File: src/rtl/lrdi_pkg.sv
package lrdi_pkg;

  // Bit positions of the receive defect vector.
  typedef enum int {
    DEF_LOSS_CLOCK  = 0,
    DEF_LOSS_SIGNAL = 1,
    DEF_LOSS_FRAME  = 2,
    DEF_OUT_FRAME   = 3,
    DEF_LINE_AIS    = 4,
    DEF_SIG_FAIL    = 5,
    DEF_SIG_DEGRADE = 6
  } defectIdx_e;

  // Strobes from control to the hold datapath.
  typedef struct packed {
    logic reload;     // active request sampled: restart hold
    logic countDown;  // inactive strobe while hold running
  } holdCmd_t;

endpackage

File: src/rtl/lrdi_ctrl.sv
module lrdi_ctrl
  import lrdi_pkg::*;
(
  input  logic     frameStb,
  input  logic     rawReq,
  input  logic     cntIsZero,
  output holdCmd_t cmd
);

  // Only frame strobe edges may change the hold state.
  always_comb begin
    cmd           = '0;
    cmd.reload    = frameStb & rawReq;
    cmd.countDown = frameStb & ~rawReq & ~cntIsZero;
  end

endmodule

File: src/rtl/lrdi_datapath.sv
module lrdi_datapath
  import lrdi_pkg::*;
#(
  parameter int NUM_DEFECTS = 7,
  parameter int HOLD_FRAMES = 20
) (
  input  logic                   clk,
  input  logic                   rstN,
  input  logic [NUM_DEFECTS-1:0] defectLvl,
  input  logic [NUM_DEFECTS-1:0] defectEn,
  input  logic                   protRdi,
  input  logic                   selProt,
  input  holdCmd_t               cmd,
  output logic                   rawReq,
  output logic                   cntIsZero,
  output logic                   rdiReq
);

  localparam int CNT_W = $clog2(HOLD_FRAMES + 1);
  localparam logic [CNT_W-1:0] HOLD_VAL = CNT_W'(HOLD_FRAMES);
  localparam logic [CNT_W-1:0] LAST_VAL = CNT_W'(1);

  logic [NUM_DEFECTS-1:0] qualTerm;
  logic                   localReq;
  logic [CNT_W-1:0]       holdCnt;
  logic                   rdiQ;

  // One gate per defect term.
  for (genvar i = 0; i < NUM_DEFECTS; i++) begin : g_qual
    assign qualTerm[i] = defectLvl[i] & defectEn[i];
  end

  assign localReq  = |qualTerm;
  assign rawReq    = selProt ? protRdi : localReq;
  assign cntIsZero = (holdCnt == '0);

  always_ff @(posedge clk or negedge rstN) begin
    if (!rstN) begin
      holdCnt <= '0;
    end else if (cmd.reload) begin
      holdCnt <= HOLD_VAL;
    end else if (cmd.countDown) begin
      holdCnt <= holdCnt - LAST_VAL;
    end
  end

  always_ff @(posedge clk or negedge rstN) begin
    if (!rstN) begin
      rdiQ <= 1'b0;
    end else if (cmd.reload) begin
      rdiQ <= 1'b1;
    end else if (cmd.countDown && holdCnt == LAST_VAL) begin
      rdiQ <= 1'b0;
    end
  end

  assign rdiReq = rdiQ;

endmodule

File: src/rtl/line_rdi_gen.sv
module line_rdi_gen
  import lrdi_pkg::*;
#(
  parameter int NUM_DEFECTS = 7,
  parameter int HOLD_FRAMES = 20
) (
  input  logic                   clk,
  input  logic                   rstN,
  input  logic                   frameStb,
  input  logic [NUM_DEFECTS-1:0] defectLvl,
  input  logic [NUM_DEFECTS-1:0] defectEn,
  input  logic                   protRdi,
  input  logic                   selProt,
  output logic                   rdiReq
);

  holdCmd_t holdCmd;
  logic     rawReq;
  logic     cntIsZero;

  lrdi_ctrl u_ctrl (
    .frameStb (frameStb),
    .rawReq   (rawReq),
    .cntIsZero(cntIsZero),
    .cmd      (holdCmd)
  );

  lrdi_datapath #(
    .NUM_DEFECTS(NUM_DEFECTS),
    .HOLD_FRAMES(HOLD_FRAMES)
  ) u_dp (
    .clk      (clk),
    .rstN     (rstN),
    .defectLvl(defectLvl),
    .defectEn (defectEn),
    .protRdi  (protRdi),
    .selProt  (selProt),
    .cmd      (holdCmd),
    .rawReq   (rawReq),
    .cntIsZero(cntIsZero),
    .rdiReq   (rdiReq)
  );

endmodule

File: config.mk
export PLATFORM = sky130hd
export DESIGN_NAME = line_rdi_gen
export DESIGN_NICKNAME = d
export VERILOG_FILES = /design/src/rtl/lrdi_pkg.sv /design/src/rtl/lrdi_ctrl.sv /design/src/rtl/lrdi_datapath.sv /design/src/rtl/line_rdi_gen.sv
export SDC_FILE = /design/constraint.sdc
export NUM_CORES = 1
export LEC_CHECK = 0
export ABC_AREA = 1
export BUFFER_PORTS_ARGS = -buffer_cell sky130_fd_sc_hd__buf_4
export CAP_MARGIN = 20
export CORE_AREA = 2 2 39 41
export CTS_BUF_LIST = sky130_fd_sc_hd__clkbuf_8
export DETAILED_ROUTE_END_ITERATION = 8
export DIE_AREA = 0 0 41 43
export PLACE_DENSITY = 0.59
export SLEW_MARGIN = 20
export SYNTH_ARGS = -nofsm -noshare
export SYNTH_HDL_FRONTEND = slang
export SYNTH_HIERARCHICAL = 1
export SYNTH_SLANG_ARGS = --single-unit
export TNS_END_PERCENT = 50
File: constraint.sdc
create_clock -name clk -period 2.8 [get_ports clk]
set_input_delay 0.14 -clock clk [delete_from_list [all_inputs] [get_ports clk]]
set_output_delay 0.14 -clock clk [all_outputs]
set_load 0.01 [all_outputs]
==> impl_metrics.toml <==
[flow_run]
max_cap_violations = 0

[critical_path]
startpoint_type = "flip-flop"
cp.required_ns = 2.91
reg2reg_from = "u_dp/holdCnt[0]$_DFFE_PN0P_"
endpoint = "u_dp/holdCnt[3]$_DFFE_PN0P_"
cp_cell_sequence = "inv_1 -> ha_1 -> nand2_1 -> nor2_1 -> nor2_2 -> inv_1 -> nor2_4 -> nand3_1 -> nand2_1 -> nor2_1"
cp_top_family = "simple AND/OR/NAND/NOR gates"
critical_path.slowest_cell = "dfrtp_1"
worstPathArrival_ns = 1.61
rr_worst_depth = 10
crit_fanout = 6
r2r_setup_slack_ns = 1.30
cp_num_buf_inv = 2
end_kind = "flip-flop"
cp_num_cells = 10
r2r_end = "u_dp/holdCnt[3]$_DFFE_PN0P_"
critPathMaxStageDelay_ns = 0.40
critPathKind = "flip-flop to flip-flop"
crit_start = "u_dp/holdCnt[0]$_DFFE_PN0P_"

[place]
dpl.hpwl_um = 715.7
routabilityCongestion = 0.7616
dp.cells = 94
io_buffers = 19

[synthesis]
synth.area.top_cells = "dfrtp_1 (38%), nand2_1 (19%), nor2_1 (11%)"
synth_top_area_frac = 0.3834
syn_area_per_cell_sq_um = 6.638
seq_area_frac_synth = 0.3834
synth-seq-cells = 6
synth_fp_nets = 80
syn_area_sq_um = 391.6
synth_cell_types = 12
yosys.area.top_type = "dfrtp_1"
syn_inst = 59
yosys_warnings = 6

[die]
coreArea_sq_um = 1384
start_util = 0.2830
pin_count = 20
die_w_um = 41
die-area_sq_um = 1763
row_count = 14
die-height_um = 43

[drt]
drt-initial-drc-count = 12
avgRoutedWirePerCell_um = 8.776
ant_nets = 0
post-route-drc-count = 0
num_vias = 410
wirelength_um = 860
vias_per_cell = 4.184
dr.pass1.iters = 4

[clock_network]
path_clk_slew_ns = 0.03
cts_buffers = 3
cts_root_buffer = "clkbuf_8"
cts_resized = 0
insertion_delay_ns = 0.22
clock-sinks = 6
cts_buffer_depth = 2
cts_max_level = 1
tritoncts = "built"

[timing]
setup_viol_count_final = 0
rsz0062_at_grt = "no"
fin_crit_ns = 1.499
tightest_slew_ns = 0.2367
clock.fmax_mhz = 666.9
hold_viol = 0
fin_crit_sh = 0.5355
slew-limit-headroom = 0.8416
setup_tns_ns = 0
drv_slew = 0
finClkSkew_ns = 0.005656

[global_routing]
grt_first_pass_wirelength_um = 1518
antenna_found_initial = 0
grtUsageMet2 = 0.2219
grt_pass1_vias = 420
gr-total-overflow = 0
grt_max_degree = 7
busiest_layer = "met2"
met1_usage = 0.1209
grt_util_met3 = 0.06283
grt_usage = 0.1241

[layout]
final_nets = 105
drive_gt1_frac = 0.2927
layout_commonest_cell = "nand2_1"
n_antenna_cell = 0
final_cell_mix = "nand2_1 (20), buf_4 (19), nor2_1 (11), inv_1 (9), dfrtp_1 (6)"
post-route-util = 0.4376
stdcell_count = 98
area_delta_synth_final_pct = 54.63

[power]
cellLeakagePower_nw = 0.3407
worst_ir_drop_vdd_uv = 352.6
power_w = 0.0002899
p_per_area_nw_per_um2 = 478.8

[worst_hold_path]
hp-class = "primary input to flip-flop"

[outcome]
status = "finished clean"
-- how the worst min path moves through the flow --
stage | from | end | slack (ns) | depth (start not counted)
after CTS | rstN | u_dp/holdCnt[2]$_DFFE_PN0P_ | 0.26 | 2
after floorplan | rstN | u_dp/holdCnt[0]$_DFFE_PN0P_ | -0.16 | 0
after global routing | frameStb | u_dp/holdCnt[0]$_DFFE_PN0P_ | 0.27 | 4
after global placement | rstN | u_dp/rdiReq$_DFFE_PN0P_ | -0.05 | 1
after detailed placement | rstN | u_dp/rdiReq$_DFFE_PN0P_ | -0.05 | 1
final | frameStb | u_dp/holdCnt[0]$_DFFE_PN0P_ | 0.26 | 4
-- cell families after synthesis --
kind of cell    share of synthesized area
fa+ha+maj                         0.06389
compound gates                    0.07027
flops                              0.3834
buf+inv                           0.08626
simple gates                       0.3962
-- flip-flops by register name, indices dropped and copies added (netlist names) --
signal        flops
u_dp/holdCnt      5
u_dp/rdiReq       1
-- cell type report --
cell class / count / area, sq um
timing repair buffer: 20 / 152.6
clock buffer: 3 / 41.29
inverter: 9 / 33.78
multi-input combinational: 44 / 207.7
fill: 139 / 778.2
tap: 16 / 20.02
sequential: 6 / 150.1
-- worst register-to-register path, stage by stage (launching register included) --
cell and delay (ns):
dfrtp_1 0.40, inv_1 0.08, ha_1 0.21, nand2_1 0.06, nor2_1 0.04, nor2_2 0.21, inv_1 0.10, nor2_4 0.11
nand3_1 0.07, nand2_1 0.07, nor2_1 0.04
-- where the power goes --
group / total [W] / internal (W) / switching [W] / leakage, nW
Sequential: 0.000101 / 0.0000944 / 0.00000660 / 0.0677
Combinational: 0.0000590 / 0.0000308 / 0.0000281 / 0.251
Clock: 0.000130 / 0.0000924 / 0.0000376 / 0.0216
-- Yosys cell counts --
library cell  count
nand2_1          20
nor2_1           11
inv_1             9
dfrtp_1           6
a21oi_1           3
nand3_1           3
ha_1              2
a211oi_1          1
nand4_1           1
nor2_2            1
nor2_4            1
o21ai_0           1
-- timing repair --
item	4_1_cts	5_1_grt
setup endpoints to repair	0	0
hold buffers	1	0
buffers inserted	0	0
endpoints found under the hold margin	6	0
-- per-stage QoR --
stage | area (sq um) | hold WS [ns] | setup slack [ns]
finish | 605.6 | 0.2593 | 1.301
detailed placement | 554.3 | -0.04783 | 1.288
global route | 605.6 | 0.2694 | 1.176
global placement | 554.3 | -0.04889 | 1.343
CTS | 605.6 | 0.2601 | 1.282
floorplan | 391.6 | -0.1556 | 1.423
-- layer usage --
metal / vias up / part of all wire
met1: 181 / 0.42
met5: - / 0
met3: 0 / 0.031
met2: 3 / 0.55
li1: 226 / -
met4: 0 / 0
Power figures use the tool's default switching activity.
